### config.mk
export PLATFORM = sky130hd
export DESIGN_NAME = adc_scan_seq
export DESIGN_NICKNAME = d
export VERILOG_FILES = /design/src/rtl/adc_scan_pkg.sv /design/src/rtl/adc_scan_regs.sv /design/src/rtl/adc_scan_results.sv /design/src/rtl/adc_scan_sleep.sv /design/src/rtl/adc_scan_fsm.sv /design/src/rtl/adc_scan_seq.sv
export SDC_FILE = /design/constraint.sdc
export NUM_CORES = 1
export LEC_CHECK = 0
export ABC_CLOCK_PERIOD_IN_PS = 6000
export BUFFER_PORTS_ARGS = -buffer_cell sky130_fd_sc_hd__buf_2
export CAP_MARGIN = 0
export CORE_MARGIN = 2
export CORE_UTILIZATION = 60
export CTS_CLUSTER_SIZE = 25
export DETAILED_ROUTE_END_ITERATION = 16
export HOLD_SLACK_MARGIN = 0.06
export PLACE_DENSITY = 0.77
export SYNTH_ARGS = -nofsm -noshare
export SYNTH_HDL_FRONTEND = slang
export SYNTH_SLANG_ARGS = --single-unit
### constraint.sdc
create_clock -name clk -period 6 [get_ports clk]
set_clock_uncertainty 0.15 [all_clocks]
set_input_delay 0.3 -clock clk [delete_from_list [all_inputs] [get_ports clk]]
set_output_delay 0.3 -clock clk [all_outputs]
set_load 0.005 [all_outputs]
### src/rtl/adc_scan_pkg.sv
// Shared constants, state type and the reserved-channel rule for the scan
// sequencer. Assumes a 5-bit channel code and a 32-entry table.
package adc_scan_pkg;
    localparam int ENTRIES = 32;
    localparam int IDX_W   = $clog2(ENTRIES);
    localparam int CODE_W  = 5;
    localparam int BIAS_W  = 3;
    localparam int ENTRY_W = CODE_W + BIAS_W;
    localparam int ADDR_W  = 7;
    localparam int SEL_W   = 3;
    localparam int RSV_W   = 4;

    localparam logic [CODE_W-1:0] CODE_STOP = 5'h1F;

    localparam logic [ADDR_W-1:0] A_CTRL  = 7'h40;
    localparam logic [ADDR_W-1:0] A_FLAG  = 7'h41;
    localparam logic [ADDR_W-1:0] A_FMASK = 7'h42;
    localparam logic [ADDR_W-1:0] A_TOP   = 7'h43;
    localparam logic [ADDR_W-1:0] A_TMASK = 7'h44;
    localparam logic [ADDR_W-1:0] A_GRANT = 7'h45;

    typedef enum logic [1:0] {
        ST_IDLE,
        ST_SEL,
        ST_CONV,
        ST_SLEEP
    } seq_state_t;

    // True when a channel code is reserved and its grant bit is clear.
    function automatic logic chan_blocked(input logic [CODE_W-1:0] code,
                                          input logic [RSV_W-1:0]  grant);
        case (code)
            5'd22:   return !grant[0];
            5'd24:   return !grant[1];
            5'd25:   return !grant[2];
            5'd26:   return !grant[3];
            default: return 1'b0;
        endcase
    endfunction
endpackage

### src/rtl/adc_scan_regs.sv
// Register bank of the scan sequencer. Holds the selector table, the control
// bits, the round-complete flag with its masks, and the channel grants.
// Computes the interrupt output. Assumes single-cycle writes and a
// combinational read path.
module adc_scan_regs
    import adc_scan_pkg::*;
(
    input  logic                clk,
    input  logic                rst_n,
    input  logic                wr_en,
    input  logic [ADDR_W-1:0]   wr_addr,
    input  logic [7:0]          wr_data,
    input  logic [ADDR_W-1:0]   rd_addr,
    input  logic [IDX_W-1:0]    seq_idx,
    input  logic                pass_end,
    output logic [ENTRY_W-1:0]  tab_entry,
    output logic [7:0]          reg_rdata,
    output logic                ctrl_en,
    output logic                ctrl_start,
    output logic [SEL_W-1:0]    sleep_sel,
    output logic [RSV_W-1:0]    rsv_en,
    output logic                rnd_flag,
    output logic                irq_out
);
    logic [ENTRY_W-1:0] tab_q [ENTRIES];
    logic [SEL_W+1:0]   ctrl_q;
    logic               fmask_q;
    logic               tmask_q;
    logic [RSV_W-1:0]   grant_q;
    logic               top_bit;
    logic               tab_wr;

    assign tab_wr = wr_en && (wr_addr[ADDR_W-1:IDX_W] == '0);

    // Selector table storage, written by software.
    always_ff @(posedge clk) begin
        if (!rst_n) begin
            for (int i = 0; i < ENTRIES; i++) tab_q[i] <= '0;
        end else if (tab_wr) begin
            tab_q[wr_addr[IDX_W-1:0]] <= wr_data[ENTRY_W-1:0];
        end
    end

    // Control, mask and grant registers.
    always_ff @(posedge clk) begin
        if (!rst_n) begin
            ctrl_q  <= '0;
            fmask_q <= 1'b0;
            tmask_q <= 1'b0;
            grant_q <= '0;
        end else if (wr_en) begin
            case (wr_addr)
                A_CTRL:  ctrl_q  <= wr_data[SEL_W+1:0];
                A_FMASK: fmask_q <= wr_data[0];
                A_TMASK: tmask_q <= wr_data[1];
                A_GRANT: grant_q <= wr_data[RSV_W-1:0];
                default: ;
            endcase
        end
    end

    // Sticky round-complete flag; a set at pass end wins over a clear.
    always_ff @(posedge clk) begin
        if (!rst_n)
            rnd_flag <= 1'b0;
        else if (pass_end)
            rnd_flag <= 1'b1;
        else if (wr_en && wr_addr == A_FLAG && wr_data[0])
            rnd_flag <= 1'b0;
    end

    assign tab_entry  = tab_q[seq_idx];
    assign ctrl_en    = ctrl_q[0];
    assign ctrl_start = ctrl_q[1];
    assign sleep_sel  = ctrl_q[SEL_W+1:2];
    assign rsv_en     = grant_q;
    assign top_bit    = rnd_flag & ~fmask_q;
    assign irq_out    = top_bit & ~tmask_q;

    // Read multiplexer for table and control addresses.
    always_comb begin
        reg_rdata = '0;
        if (rd_addr[ADDR_W-1:IDX_W] == '0) begin
            reg_rdata[ENTRY_W-1:0] = tab_q[rd_addr[IDX_W-1:0]];
        end else begin
            case (rd_addr)
                A_CTRL:  reg_rdata[SEL_W+1:0] = ctrl_q;
                A_FLAG:  reg_rdata[0] = rnd_flag;
                A_FMASK: reg_rdata[0] = fmask_q;
                A_TOP:   reg_rdata[1] = top_bit;
                A_TMASK: reg_rdata[1] = tmask_q;
                A_GRANT: reg_rdata[RSV_W-1:0] = grant_q;
                default: ;
            endcase
        end
    end
endmodule

### src/rtl/adc_scan_results.sv
// Result file: one slot per table entry, each holding the gain flag above
// the sample. Assumes at most one write per cycle.
module adc_scan_results
    import adc_scan_pkg::*;
#(
    parameter int DATA_W = 10
) (
    input  logic               clk,
    input  logic               rst_n,
    input  logic               we,
    input  logic [IDX_W-1:0]   wr_idx,
    input  logic [DATA_W:0]    wr_val,
    input  logic [IDX_W-1:0]   rd_idx,
    output logic [DATA_W:0]    rd_val
);
    logic [DATA_W:0] slot_q [ENTRIES];

    // Store a finished conversion into its slot.
    always_ff @(posedge clk) begin
        if (!rst_n) begin
            for (int i = 0; i < ENTRIES; i++) slot_q[i] <= '0;
        end else if (we) begin
            slot_q[wr_idx] <= wr_val;
        end
    end

    assign rd_val = slot_q[rd_idx];
endmodule

### src/rtl/adc_scan_sleep.sv
// Inter-pass sleep timer. On load it takes a duration from an 8-entry table
// of millisecond counts. While run is high it decrements once per
// prescaled tick. It reports expiry when the count is zero.
module adc_scan_sleep
    import adc_scan_pkg::*;
#(
    parameter int CLK_PER_MS = 250000,
    parameter int CNT_W      = 5,
    parameter logic [(1<<SEL_W)*CNT_W-1:0] SLEEP_MS =
        {5'd27, 5'd20, 5'd12, 5'd8, 5'd4, 5'd2, 5'd1, 5'd0}
) (
    input  logic             clk,
    input  logic             rst_n,
    input  logic             load,
    input  logic [SEL_W-1:0] sel,
    input  logic             run,
    output logic             expired
);
    localparam int PW = (CLK_PER_MS > 1) ? $clog2(CLK_PER_MS) : 1;
    localparam logic [PW-1:0] PRESC_LAST = PW'(CLK_PER_MS - 1);

    logic [PW-1:0]    presc_q;
    logic [CNT_W-1:0] cnt_q;

    // Load the duration, then count ticks down to zero.
    always_ff @(posedge clk) begin
        if (!rst_n) begin
            presc_q <= '0;
            cnt_q   <= '0;
        end else if (load) begin
            presc_q <= '0;
            cnt_q   <= SLEEP_MS[sel*CNT_W +: CNT_W];
        end else if (run && cnt_q != '0) begin
            if (presc_q == PRESC_LAST) begin
                presc_q <= '0;
                cnt_q   <= cnt_q - 1'b1;
            end else begin
                presc_q <= presc_q + 1'b1;
            end
        end
    end

    assign expired = (cnt_q == '0);
endmodule

### src/rtl/adc_scan_fsm.sv
// Scan control: walks the table, skips reserved channels that have no
// grant, issues the conversion request, commits results, ends the pass
// and hands over to the sleep timer. Assumes conv_done arrives at least
// one cycle after conv_start.
module adc_scan_fsm
    import adc_scan_pkg::*;
(
    input  logic               clk,
    input  logic               rst_n,
    input  logic               ctrl_en,
    input  logic               ctrl_start,
    input  logic [ENTRY_W-1:0] tab_entry,
    input  logic [RSV_W-1:0]   rsv_en,
    input  logic               conv_done,
    input  logic               slp_expired,
    output logic [IDX_W-1:0]   idx,
    output logic               conv_start,
    output logic [CODE_W-1:0]  conv_chan,
    output logic [BIAS_W-1:0]  conv_bias,
    output logic               res_we,
    output logic               pass_end,
    output logic               slp_load,
    output logic               slp_run
);
    localparam logic [IDX_W-1:0] IDX_LAST = IDX_W'(ENTRIES - 1);

    seq_state_t         state_q, state_d;
    logic [IDX_W-1:0]   idx_d;
    logic               go_conv;
    logic [ENTRY_W-1:0] sel_q;
    logic [CODE_W-1:0]  code;
    logic               last;

    assign code = tab_entry[CODE_W-1:0];
    assign last = (idx == IDX_LAST);

    // Next-state decision for the scan.
    always_comb begin
        state_d  = state_q;
        idx_d    = idx;
        go_conv  = 1'b0;
        res_we   = 1'b0;
        pass_end = 1'b0;
        if (!ctrl_en) begin
            state_d = ST_IDLE;
        end else begin
            case (state_q)
                ST_IDLE: if (ctrl_start) begin
                    state_d = ST_SEL;
                    idx_d   = '0;
                end
                ST_SEL: begin
                    if (code == CODE_STOP) begin
                        pass_end = 1'b1;
                        state_d  = ST_SLEEP;
                    end else if (chan_blocked(code, rsv_en)) begin
                        if (last) begin
                            pass_end = 1'b1;
                            state_d  = ST_SLEEP;
                        end else begin
                            idx_d = idx + 1'b1;
                        end
                    end else begin
                        go_conv = 1'b1;
                        state_d = ST_CONV;
                    end
                end
                ST_CONV: if (conv_done) begin
                    res_we = 1'b1;
                    if (last) begin
                        pass_end = 1'b1;
                        state_d  = ST_SLEEP;
                    end else begin
                        idx_d   = idx + 1'b1;
                        state_d = ST_SEL;
                    end
                end
                ST_SLEEP: if (slp_expired) begin
                    idx_d   = '0;
                    state_d = ctrl_start ? ST_SEL : ST_IDLE;
                end
                default: state_d = ST_IDLE;
            endcase
        end
    end

    // State, index, request pulse and latched selector entry.
    always_ff @(posedge clk) begin
        if (!rst_n) begin
            state_q    <= ST_IDLE;
            idx        <= '0;
            conv_start <= 1'b0;
            sel_q      <= '0;
        end else begin
            state_q    <= state_d;
            idx        <= idx_d;
            conv_start <= go_conv;
            if (go_conv)
                sel_q <= tab_entry;
            else if (state_d == ST_IDLE)
                sel_q <= '0;
        end
    end

    assign conv_chan = sel_q[CODE_W-1:0];
    assign conv_bias = sel_q[ENTRY_W-1:CODE_W];
    assign slp_load  = pass_end;
    assign slp_run   = (state_q == ST_SLEEP);
endmodule

### src/rtl/adc_scan_seq.sv
// Top of the scan sequencer: register bank, scan control, sleep timer and
// result file, plus the read-data multiplexer. Assumes an external
// converter that answers each conv_start with one conv_done pulse.
module adc_scan_seq
    import adc_scan_pkg::*;
#(
    parameter int DATA_W     = 10,
    parameter int CLK_PER_MS = 250000,
    parameter int SLP_W      = 5,
    parameter logic [(1<<SEL_W)*SLP_W-1:0] SLEEP_MS =
        {5'd27, 5'd20, 5'd12, 5'd8, 5'd4, 5'd2, 5'd1, 5'd0}
) (
    input  logic              clk,
    input  logic              rst_n,
    input  logic              wr_en,
    input  logic [6:0]        wr_addr,
    input  logic [7:0]        wr_data,
    input  logic [6:0]        rd_addr,
    output logic [DATA_W:0]   rd_data,
    output logic              conv_start,
    output logic [4:0]        conv_chan,
    output logic [2:0]        conv_bias,
    input  logic              conv_done,
    input  logic [DATA_W-1:0] conv_data,
    input  logic              conv_gain,
    output logic              irq_out
);
    logic [ENTRY_W-1:0] tab_entry;
    logic [7:0]         reg_rdata;
    logic               ctrl_en;
    logic               ctrl_start;
    logic [SEL_W-1:0]   sleep_sel;
    logic [RSV_W-1:0]   rsv_en;
    logic               rnd_flag;
    logic [IDX_W-1:0]   idx;
    logic               res_we;
    logic               pass_end;
    logic               slp_load;
    logic               slp_run;
    logic               slp_expired;
    logic [DATA_W:0]    res_rd;
    logic               rd_is_res;

    adc_scan_regs u_regs (
        .clk(clk), .rst_n(rst_n), .wr_en(wr_en), .wr_addr(wr_addr),
        .wr_data(wr_data), .rd_addr(rd_addr), .seq_idx(idx),
        .pass_end(pass_end), .tab_entry(tab_entry), .reg_rdata(reg_rdata),
        .ctrl_en(ctrl_en), .ctrl_start(ctrl_start), .sleep_sel(sleep_sel),
        .rsv_en(rsv_en), .rnd_flag(rnd_flag), .irq_out(irq_out)
    );

    adc_scan_fsm u_fsm (
        .clk(clk), .rst_n(rst_n), .ctrl_en(ctrl_en), .ctrl_start(ctrl_start),
        .tab_entry(tab_entry), .rsv_en(rsv_en), .conv_done(conv_done),
        .slp_expired(slp_expired), .idx(idx), .conv_start(conv_start),
        .conv_chan(conv_chan), .conv_bias(conv_bias), .res_we(res_we),
        .pass_end(pass_end), .slp_load(slp_load), .slp_run(slp_run)
    );

    adc_scan_sleep #(
        .CLK_PER_MS(CLK_PER_MS), .CNT_W(SLP_W), .SLEEP_MS(SLEEP_MS)
    ) u_sleep (
        .clk(clk), .rst_n(rst_n), .load(slp_load), .sel(sleep_sel),
        .run(slp_run), .expired(slp_expired)
    );

    adc_scan_results #(.DATA_W(DATA_W)) u_res (
        .clk(clk), .rst_n(rst_n), .we(res_we), .wr_idx(idx),
        .wr_val({conv_gain, conv_data}), .rd_idx(rd_addr[IDX_W-1:0]),
        .rd_val(res_rd)
    );

    assign rd_is_res = (rd_addr[6:5] == 2'b01);
    assign rd_data   = rd_is_res ? res_rd : {{(DATA_W-7){1'b0}}, reg_rdata};
endmodule

Word-level counts from Yosys, hierarchy flattened

Memory sizes are Yosys's and may differ from the RTL's. A register that Yosys moved wholly into a read port is not among the register bits.
Cells that the tools add are included.

Flip-flop bits (word level): 51
Latch bits: 0
Bits in writable memories: 608
Bits in read-only memories: 0
Input port bits: 37
Output and inout bits: 21
Logic and storage cells: 141
Memories kept: 2

Memory list:

| name         | depth | bits a word | rd ports | clocked after Yosys merged registers in | write ports | line                   | text |
|---|---|---|---|---|---|---|---|
| u_res.slot_q | 32    | 11          | 1        | 0                                       | 32          | adc_scan_results.sv:16 | `logic [DATA_W:0] slot_q [ENTRIES];` |
| u_regs.tab_q | 32    | 8           | 2        | 1                                       | 32          | adc_scan_regs.sv:25    | `logic [ENTRY_W-1:0] tab_q [ENTRIES];` |

$add $sub $neg: 3
$mul: 1
Div/mod/pow operators: 0
Magnitude comparators: 0
Equality and inequality tests: 27
Shift-type cells: 1
Multiplexer cells: 64
Bitwise operators: 5
Reductions and logical operators: 27

Operators by type and width:

| operator                                                                      | count |
|---|---|
| 7-bit == test (second input constant)                                         | 11 |
| 5-bit two-way mux                                                             | 14 |
| 40-bit by 7-bit variable part select with 5-bit output (first input constant) | 1 |
| 5-bit == test (second input constant)                                         | 6 |
| 1-bit two-way mux                                                             | 28 |
| 8-bit two-way mux                                                             | 3 |
| 11-bit two-way mux                                                            | 2 |
| 5-bit case mux with 4 select lines                                            | 1 |
| 18-bit by 1-bit adder with 18-bit output (second input constant)              | 1 |
| 18-bit == test (second input constant)                                        | 1 |
| 18-bit two-way mux                                                            | 1 |
| 2-bit two-way mux                                                             | 8 |
| 1-bit case mux with 4 select lines                                            | 3 |
| 11-bit OR reduction                                                           | 1 |
| 2-bit AND reduction                                                           | 5 |
| 2-bit zero test                                                               | 4 |
| 2-bit != test (second input constant)                                         | 4 |
| 2-bit case mux with 4 select lines                                            | 1 |
| 2-bit nonzero test                                                            | 4 |
| 8-bit OR reduction                                                            | 1 |
| 3-bit by 3-bit multiplier with 6-bit output (second input constant)           | 1 |
| 6-bit AND reduction                                                           | 1 |
| 5-bit by 1-bit adder with 5-bit output (second input constant)                | 1 |
| 5-bit zero test                                                               | 1 |
| other kinds (13)                                                              | 24 |

Longest topological paths before layout

Gate-level depths: netlist (run 1).

Word-level depth: 12
Mapped depth: 13
Gate-level depth less buffers: 10

Hierarchy

Synthesis (run 1) repeated with hierarchy kept, for this count alone.

Cells, all modules: 2,479
Area total of the unflattened synthesis: 33,573.4 sq um

By module, submodules not included:

| module           | instances | cells each | area an instance (sq um) | seq. area each (sq um) |
|---|---|---|---|---|
| adc_scan_results | 1         | 1,251      | 16,588.4                 | 10,570.1 |
| adc_scan_regs    | 1         | 952        | 14,537.7                 | 7,927.6 |
| adc_scan_sleep   | 1         | 156        | 1,317.5                  | 460.4 |
| adc_scan_fsm     | 1         | 107        | 965.9                    | 320.3 |
| adc_scan_seq     | 1         | 13         | 163.9                    | 0.0 |

Worst setup path after synthesis (run 1)

No wires, ideal clock.

Kind: input-to-output
From: in rd_addr[0]
To: out rd_data[10]
Arrival: 2.808 ns
Required time: 5.550 ns
Slack: 2.742 ns
Stages: 9
Path buffers: 5
Cells stage by stage: clkbuf_1 -> buf_2 -> buf_2 -> buf_4 -> buf_2 -> mux4_2 -> mux4_2 -> mux2i_1 -> nor2_1

Word-level cells in the longest chain between the ends: 2

Ends and longest elaborated chain:

| element            | line               | text |
|---|---|---|
| start: declaration | adc_scan_seq.sv:18 | `input logic [6:0] rd_addr,` |
| memory 32 x 11 bit | n/a                |  |
| 11-bit two-way mux | adc_scan_seq.sv:74 | `assign rd_data = rd_is_res ? res_rd : {{(DATA_W-7){1'b0}}, reg_rdata};` |
| end: declaration   | adc_scan_seq.sv:19 | `output logic [DATA_W:0] rd_data,` |

No other way between the ends.

==> metrics.md, run 1 <==
| Metric | Value |
|---|---|
| Global route total overflow | 0 |
| Area Overhead vs Synth | 9.69% |
| Total number of vias | around 20k |
| Routability Congestion | approximately 0.9 |
| Later-pin clock latency in the skew report | 0.62 ns |
| Routed len/inst | around 28 um |
| Nets | 2371 |
| Fin area | 36400 um2 |
| R2R setup slack | 1.80 ns |
| Die Y | 239 um |
| Resize count post-CTS | 0 |
| Netlist Area Pre-Place | 33200 um2 |
| Largest area contributor in the netlist | edfxtp_1 |
| Fin Setup TNS | 0 ns |
| Reg clk slew, reported paths | around 0.06 ns |
| Min Tclk post-route | 4.20 ns |
| Vias in the first global route | 20.3k |
| Hold crit path type | input port to register |
| CP Launch Type | register |
| Mapped Cells | 2309 |
| Die Footprint | between 50000 and 60000 um2 |
| Antenna Nets Post-Route | 0 |
| Ys async rst share | 0% |
| RSZ-0062 raised after global routing | false |
| Max-slew violations | 0 |
| Std cell rows | 86 |
| Top delay family on crit path | compound AO/OA/AOI/OAI gates |
| Vias per inst | around 6.6 |
| Sequential share of the synthesized area | 58.4% |
| Non-filler cells, final | 3079 |
| Routed WL | between 80000 and 90000 um |
| Post-route setup slack | between 1.5 and 2 ns |
| Largest cells by area after synthesis | edfxtp_1 55%, mux4_2 16%, and2_1 12%, dfxtp_1 3.4%, mux2i_1 2.4% |
| Netlist cell types | 67 |
| Setup CP Type | register to register |
| H-tree depth | 3 |
| Net Count, Synth | 2361 |
| Critical Path RT | around 6.4 ns |
| Ports | 58 |
| Initial antenna violation count | 6 |
| Synth Warn # | 0 |
| Worst-Margin Slew | 1.30 ns |
| Port bufs | 57 |
| Top FF cell, synth | edfxtp_1 |
| Worst R2R End | u_fsm.sel_q[6]$_SDFFE_PN0P_ |
| Crit path DAT | 4.55 ns |
| DR DRC count | 0 |
| P_leak | 12.4 nW |
| CTS root buf | clkbuf_16 |
| Global-route wire length before repair | 128000 um |
| Outcome | complete, no violations |
| CP cell instances | buf_4 -> nor2b_1 -> buf_4 -> a22oi_1 -> nand2_1 -> o21ai_0 -> o21ai_0 -> nor4_4 -> o221a_2 -> a221oi_4 -> o32ai_1 |
| Die W | 239 um |
| Fill count | 3739 |
| Worst Setup EP | u_fsm.sel_q[6]$_SDFFE_PN0P_ |
| Fmax | 238 MHz |
| CP peak stage delay | 0.72 ns |
| Inserted Diodes | 0 |
| Period utilization | 70.0% |
| Layout cell share with drive strength beyond 1 | 20.3% |
| Number of synthesized register bits | around 660 |
| Max-slew headroom | between 10% and 20% |
| Worst-case reg-to-reg path depth | 11 |
| GR Util All Layers | 30.8% |
| Core Area | roughly 55000 um2 |
| Post-Syn Area per Cell | 14.4 um2 |
| Post-synth EDFFs | between 600 and 700 |
| CTS Hold Bufs | 5 |
| Num CTS Buffers | 71 |
| Share of the synthesized area in the top cell type | approximately 55% |
| WP buf/inv | 2 |
| CP endpoint kind | register |
| CTS tree | built |
| Pre-CTS setup slack | between 1.5 and 2 ns |
| DPL Wire Length | ~55000 um |
| Max IR drop VDD | 0.251 mV |
| Postcts setup bufs | 0 |
| Clock sink count | 664 |
| Pin count of the biggest net entering global routing | 84 |
| Worst path slowest cell | dfxtp_2 |
| CP Max Fanout | 24 |
| Placed Area | 34100 um2 |
| Max_cap viols | 0 |
| Initial core utilization | 60.4% |
| Critical Path Stages | 11 |
| Pwr dens | 286 nW/um2 |
| Setup violations, final | 0 |
| First-pass detailed-route iteration total | 6 |
| Clock Tree Buf Depth | 3 |
| Initial drt markers | 2191 |
| Placed insts | 2944 |
| Endpoints failing hold | 0 |
[cell type report]
class                           count  area, um2  area share (%)
Inverter                           23       86.3           0.237
Clock inverter                     32        270           0.743
Multi-Input combinational cell   1430      12900            35.4
Timing Repair Buffer              129        895            2.46
Tap cell                          704        881            2.42
Clock buffer                       97       1970            5.41
Sequential cell                   664      19400            53.3
[power by group]
group | total [mW] | internal [mW] | switching [mW]
clock | 4.28 | 2.47 | 1.81
combinational | 0.784 | 0.327 | 0.457
sequential | 5.33 | 5.25 | 0.0887
total | 10.4 | 8.05 | 2.35
[cell families (layout without fill, tap and decap cells)]
group           after synthesis  after routing  share of synthesized area [%]
fa+ha+maj                    15             15                          0.566
simple gates                912            912                           16.0
xor+xnor                     20             20                          0.528
compound gates              163            163                           3.10
mux                         320            320                           18.7
flops                       664            664                           58.4
buf+inv                     215            281                           2.69
[per-stage QoR]
stage	util, %	total power, mW	hold slack (ns)
2_1_floorplan	-	5.87	0.294
3_3_place_gp	62.1	6.17	0.306
3_5_place_dp	62.1	6.20	0.305
4_1_cts	66.3	10.4	0.106
5_1_grt	66.3	10.6	0.176
6_report	66.3	10.4	0.144
[worst register-to-register path: stages, from the launching register on]
cell,delay [ns]
dfxtp_2,0.72
buf_4,0.55
nor2b_1,0.10
buf_4,0.21
a22oi_1,0.21
nand2_1,0.07
o21ai_0,0.69
o21ai_0,0.36
nor4_4,0.35
o221a_2,0.30
a221oi_4,0.07
o32ai_1,0.32
[worst min path at each step]
| stage | startpoint | end | slack (ns) | depth (start not counted) |
|---|---|---|---|---|
| floorplan | wr_data[1] | u_regs.ctrl_q[1]$_SDFFE_PN0P_ | 0.29 | 2 |
| global placement | u_fsm.sel_q[5]$_SDFFE_PN0P_ | u_fsm.sel_q[5]$_SDFFE_PN0P_ | 0.31 | 2 |
| detailed placement | u_fsm.sel_q[1]$_SDFFE_PN0P_ | u_fsm.sel_q[1]$_SDFFE_PN0P_ | 0.31 | 2 |
| CTS | rst_n | u_regs.ctrl_q[0]$_SDFFE_PN0P_ | 0.11 | 3 |
| global route | rst_n | u_regs.rsv_en[0]$_SDFFE_PN0P_ | 0.18 | 3 |
| finish | rst_n | u_regs.ctrl_q[0]$_SDFFE_PN0P_ | 0.14 | 3 |
[synthesized netlist by cell type (7+ instances only)]
cell type	number
o21ai_0	76
a22oi_1	14
buf_4	10
xnor2_1	9
mux4_2	239
xor2_1	11
a21oi_1	30
nor3_1	22
nand2_1	64
inv_1	22
o32ai_1	9
nand2b_1	10
buf_2	20
mux2i_1	78
edfxtp_1	608
nand4_1	7
clkbuf_1	149
nand3b_1	8
nand3_1	25
dfxtp_1	56
ha_1	15
buf_1	10
nor2_1	115
nor2b_1	11
and2_1	611
[registers in the layout, indices dropped and copies added, names as in the netlist, named ones only]
signal	cells
u_res.slot_q	352
u_regs.tab_q	256
u_sleep.presc_q	18
u_fsm.sel_q	8
u_fsm.idx	5
u_regs.ctrl_q	5
u_sleep.cnt_q	5
u_regs.rsv_en	4
u_fsm.state_q	2
u_fsm.conv_start	1
u_regs.fmask_q	1
u_regs.rnd_flag	1
u_regs.tmask_q	1
[placed cells by master, fill, tap and decap left out, types with 4 or more instances in the layout]
| cell | n |
|---|---|
| and2_1 | 611 |
| nand3b_1 | 8 |
| ha_1 | 15 |
| mux2i_1 | 78 |
| a22oi_1 | 14 |
| dlygate4sd3_1 | 5 |
| nor2b_1 | 11 |
| xnor2_1 | 9 |
| o32ai_1 | 9 |
| nor4b_1 | 5 |
| clkinv_2 | 9 |
| and3_1 | 5 |
| o21ai_1 | 7 |
| o21ai_0 | 73 |
| o221a_2 | 4 |
| buf_2 | 54 |
| clkinv_1 | 13 |
| a211oi_1 | 4 |
| a21oi_1 | 30 |
| edfxtp_1 | 608 |
| dfxtp_1 | 54 |
| nand2b_1 | 10 |
| xor2_1 | 11 |
| nor3_1 | 22 |
| buf_4 | 65 |
| nor2_1 | 115 |
| nand4_1 | 7 |
| nand3_1 | 25 |
| and4_1 | 5 |
| clkbuf_1 | 20 |
| clkbuf_16 | 74 |
| or3_1 | 5 |
| bufinv_16 | 4 |
| inv_1 | 22 |
| mux4_2 | 239 |
| nand2_1 | 64 |
[layer usage]
layer | track usage (%) | part of all wire, % | vias up | wire length (um)
met5 | 0 | 0.055 | - | 47
met4 | 14.5 | 5.0 | 8 | 4330
met3 | 5.92 | 9.3 | 252 | 8000
met2 | 50.5 | 49 | 1110 | 42200
met1 | 40.1 | 36 | 10187 | 31200
li1 | - | - | 8631 | -
No activity file was read; power rests on OpenSTA's default activity.
==> run 2, diff against run 1 <==
--- a/config.mk
+++ b/config.mk
@@ -5,7 +5,7 @@
 export SDC_FILE = /design/constraint.sdc
 export NUM_CORES = 1
 export LEC_CHECK = 0
-export ABC_CLOCK_PERIOD_IN_PS = 6000
+export ABC_CLOCK_PERIOD_IN_PS = 4400
 export BUFFER_PORTS_ARGS = -buffer_cell sky130_fd_sc_hd__buf_2
 export CAP_MARGIN = 0
 export CORE_MARGIN = 2
==> constraint.sdc (replaced) <==
create_clock -name clk -period 4.4 [get_ports clk]
set_clock_uncertainty 0.15 [all_clocks]
set_input_delay 0.22 -clock clk [delete_from_list [all_inputs] [get_ports clk]]
set_output_delay 0.22 -clock clk [all_outputs]
set_load 0.005 [all_outputs]
==> run 2 against run 1 <==
Cell count is 0.91% higher. Hold slack worse by 0.012 ns. Power is 36% higher. Core utilization is 0.36 points higher. Non-clock buffer count is 26 higher. Combinational power is 38% higher. Critical path type is now input port to register. Largest cell class unchanged. Largest power group unchanged.
==> metrics.md, run 2 (same netlist as run 1, synthesis figures left out) <==
| Metric | Value |
|---|---|
| Die Footprint | 57200 um2 (unchanged) |
| P_leak | 12.5 nW (was 12.4 nW) |
| CP Max Fanout | 15 (was 24) |
| Clock network power share | 40.9% (was 41.2%) |
| Sw power | 3.27 mW (was 2.35 mW) |
| DPL Wire Length | 58500 um (was 55300 um) |
| Layout cell share with drive strength beyond 1 | 21.0% (was 20.3%) |
| CP cell instances | dlygate4sd3_1 -> buf_2 -> inv_1 -> nor4b_1 -> nand3_1 -> o21ai_0 (was buf_4 -> nor2b_1 -> buf_4 -> a22oi_1 -> nand2_1 -> o21ai_0 -> o21ai_0 -> nor4_4 -> o221a_2 -> a221oi_4 -> o32ai_1) |
| Top flop regs | u_res.slot_q x352, u_regs.tab_q x256, u_sleep.presc_q x18 (unchanged) |
| Routability Congestion | 0.972 (was 0.923) |
| Fin Setup TNS | 0 ns (unchanged) |
| Max-slew headroom | 13.7% (was 12.7%) |
| Clock Tree Buf Depth | 3 (unchanged) |
| Vias per inst | 6.60 (was 6.56) |
| GR Util All Layers | 31.5% (was 30.8%) |
| Fin area | 36600 um2 (was 36400 um2) |
| Hold WS | 0.132 ns (was 0.144 ns) |
| Placed Area | 34300 um2 (was 34100 um2) |
| Largest register FFs | 352 (unchanged) |
| Core Area | 54900 um2 (unchanged) |
| Initial drt markers | 2908 (was 2191) |
| Num CTS Buffers | 71 (unchanged) |
| Std cell rows | 86 (unchanged) |
| Initial core utilization | 60.4% (unchanged) |
| Sw Ratio | 23.1% (was 22.6%) |
| DR DRC count | 0 (unchanged) |
| Setup CP Type | input port to register (was register to register) |
| CP Launch Type | input port (was register) |
| Max-slew violations | 0 (unchanged) |
| Global-route wire length before repair | 130000 um (was 128000 um) |
| Reg clk slew, reported paths | 0.06 ns (about the same) |
| Power Total | 14.2 mW (was 10.4 mW) |
| Critical Path RT | 4.46 ns (was 6.35 ns) |
| Postcts setup bufs | 0 (unchanged) |
| First-pass detailed-route iteration total | 6 (unchanged) |
| Min Tclk post-route | 3.79 ns |
| Vias in the first global route | 20.1k (was 20.3k) |
| Ports | 58 (unchanged) |
| Routed WL | 88500 um (was 85700 um) |
| Global route total overflow | 0 (unchanged) |
| Routed len/inst | 28.5 um (was 27.8 um) |
| Die W | 239 um (unchanged) |
| Initial antenna violation count | 4 (was 6) |
| Fill count | 3679 (was 3739) |
| Die Y | 239 um (unchanged) |
| Worst-Margin Slew | 1.28 ns (was 1.30 ns) |
| Endpoints failing hold | 0 (unchanged) |
| Total number of vias | 20.5k (was 20.2k) |
| Outcome | complete, no violations (unchanged) |
| Reg with most FFs | u_res.slot_q (unchanged) |
| H-tree depth | 3 (unchanged) |
| CP endpoint kind | register (unchanged) |
| Max IR drop VDD | 0.383 mV (was 0.251 mV) |
| Combinational power share | 7.6% (was 7.5%) |
| CTS tree | built (unchanged) |
| Later-pin clock latency in the skew report | 0.62 ns (about the same) |
| Most frequent cells in the layout | 611 x and2_1, 608 x edfxtp_1, 239 x mux4_2 (unchanged) |
| Nets | 2397 (was 2371) |
| Commonest non-fill, non-tap cell in the layout | and2_1 (unchanged) |
| Max_cap viols | 0 (unchanged) |
| Hold crit path type | input port to register (unchanged) |
| Area Overhead vs Synth | 10.3% (was 9.69%) |
| RSZ-0062 raised after global routing | false (unchanged) |
| Pwr dens | 387 nW/um2 (was 286 nW/um2) |
| Fmax | 264 MHz |
| Antenna Nets Post-Route | 0 (unchanged) |
| Sequential power share | 51.5% (was 51.3%) |
| Clock sink count | 664 (unchanged) |
| Setup violations, final | 0 (unchanged) |
| Port bufs | 57 (unchanged) |
| CP peak stage delay | 1.25 ns (was 0.72 ns) |
| Internal power | 10.9 mW (was 8.05 mW) |
| Period utilization | 86.1% |
| CTS root buf | clkbuf_16 (unchanged) |
| Pin count of the biggest net entering global routing | 71 (was 84) |
| Resize count post-CTS | 0 (unchanged) |
| Worst path slowest cell | o21ai_0 (was dfxtp_2) |
| Crit path DAT | 3.85 ns (was 4.55 ns) |
run 2: changes by cell type in the layout (fill, tap and decap cells not counted), sizes merged:
cell | before | now
buf | 124 | 145
clkbuf | 97 | 87
clkinv | 23 | 28
dlygate4sd3 | 5 | 10
inv | 25 | 29
diode | 0 | 3
bufinv | 4 | 5
clkinvlp | 3 | 2
run 2: layout make-up:
class	instances	area, um2	area share [%]
Clock inverter	41	372	1.02
Inverter	23	86.3	0.236
Multi-Input combinational cell	1430	12900	35.3
Sequential cell	664	19400	53.0
Antenna cell	3	7.51	0.0205
Tap cell	704	881	2.41
Clock buffer	87	1840	5.02
Timing Repair Buffer	155	1110	3.05
run 2: timing repair:
action / 4_1_cts / 5_1_grt
hold buffers: 10 / 0
hold endpoints to repair: 24 / 0
endpoints found under the setup margin: 0 / 0
run 2: worst max-delay path: cells and delay by family:
| kind | cells | cell delay (ns) |
|---|---|---|
| AOI/OAI and AO/OA | 1 | 1.25 |
| buffers and inverters | 3 | 1.02 |
| and+or+nand+nor | 2 | 1.36 |
run 2: power groups by stage:
stage | logic [mW] | clock network, mW | registers, mW
3_5_place_dp | 1.06 | 0 | 7.42
4_1_cts | 1.07 | 5.83 | 7.29
3_3_place_gp | 1.04 | 0 | 7.40
5_1_grt | 1.12 | 6.07 | 7.31
2_1_floorplan | 0.662 | 0 | 7.34
6_report | 1.08 | 5.79 | 7.30
run 2: routing by layer:
layer | share of wire [%] | track usage (%)
met1 | 37 | 41.9
met2 | 49 | 51.7
met3 | 9.2 | 5.44
met4 | 4.7 | 13.5
met5 | 0.042 | 0
run 2: through the flow:
| step | instances | utilization, % | worst slack [ns] |
|---|---|---|---|
| final | 3107 | 66.7 | 0.610 |
| after global routing | 3104 | 66.6 | 0.493 |
| after CTS | 3104 | 66.6 | 0.813 |
| after detailed placement | 2966 | 62.4 | 0.733 |
| after global placement | 2966 | 62.4 | 0.850 |
| after floorplan | 2309 | - | 1.30 |
run 2: path summary, 6_finish.rpt:
| check | start | slack, ns | depth (start not counted) | to |
|---|---|---|---|---|
| setup / recovery | rst_n | 0.61 | 6 | u_regs.tab_q[3][6]$_SDFFCE_PN0P_ |
| hold / removal | conv_done | 0.13 | 5 | u_fsm.state_q[1]$_SDFF_PN0_ |
| setup reg to reg | register | 0.73 | 9 | u_fsm.sel_q[7]$_SDFFE_PN0P_ |
| hold reg to reg | u_fsm.sel_q[0]$_SDFFE_PN0P_ | 0.33 | 2 | u_fsm.sel_q[0]$_SDFFE_PN0P_ |
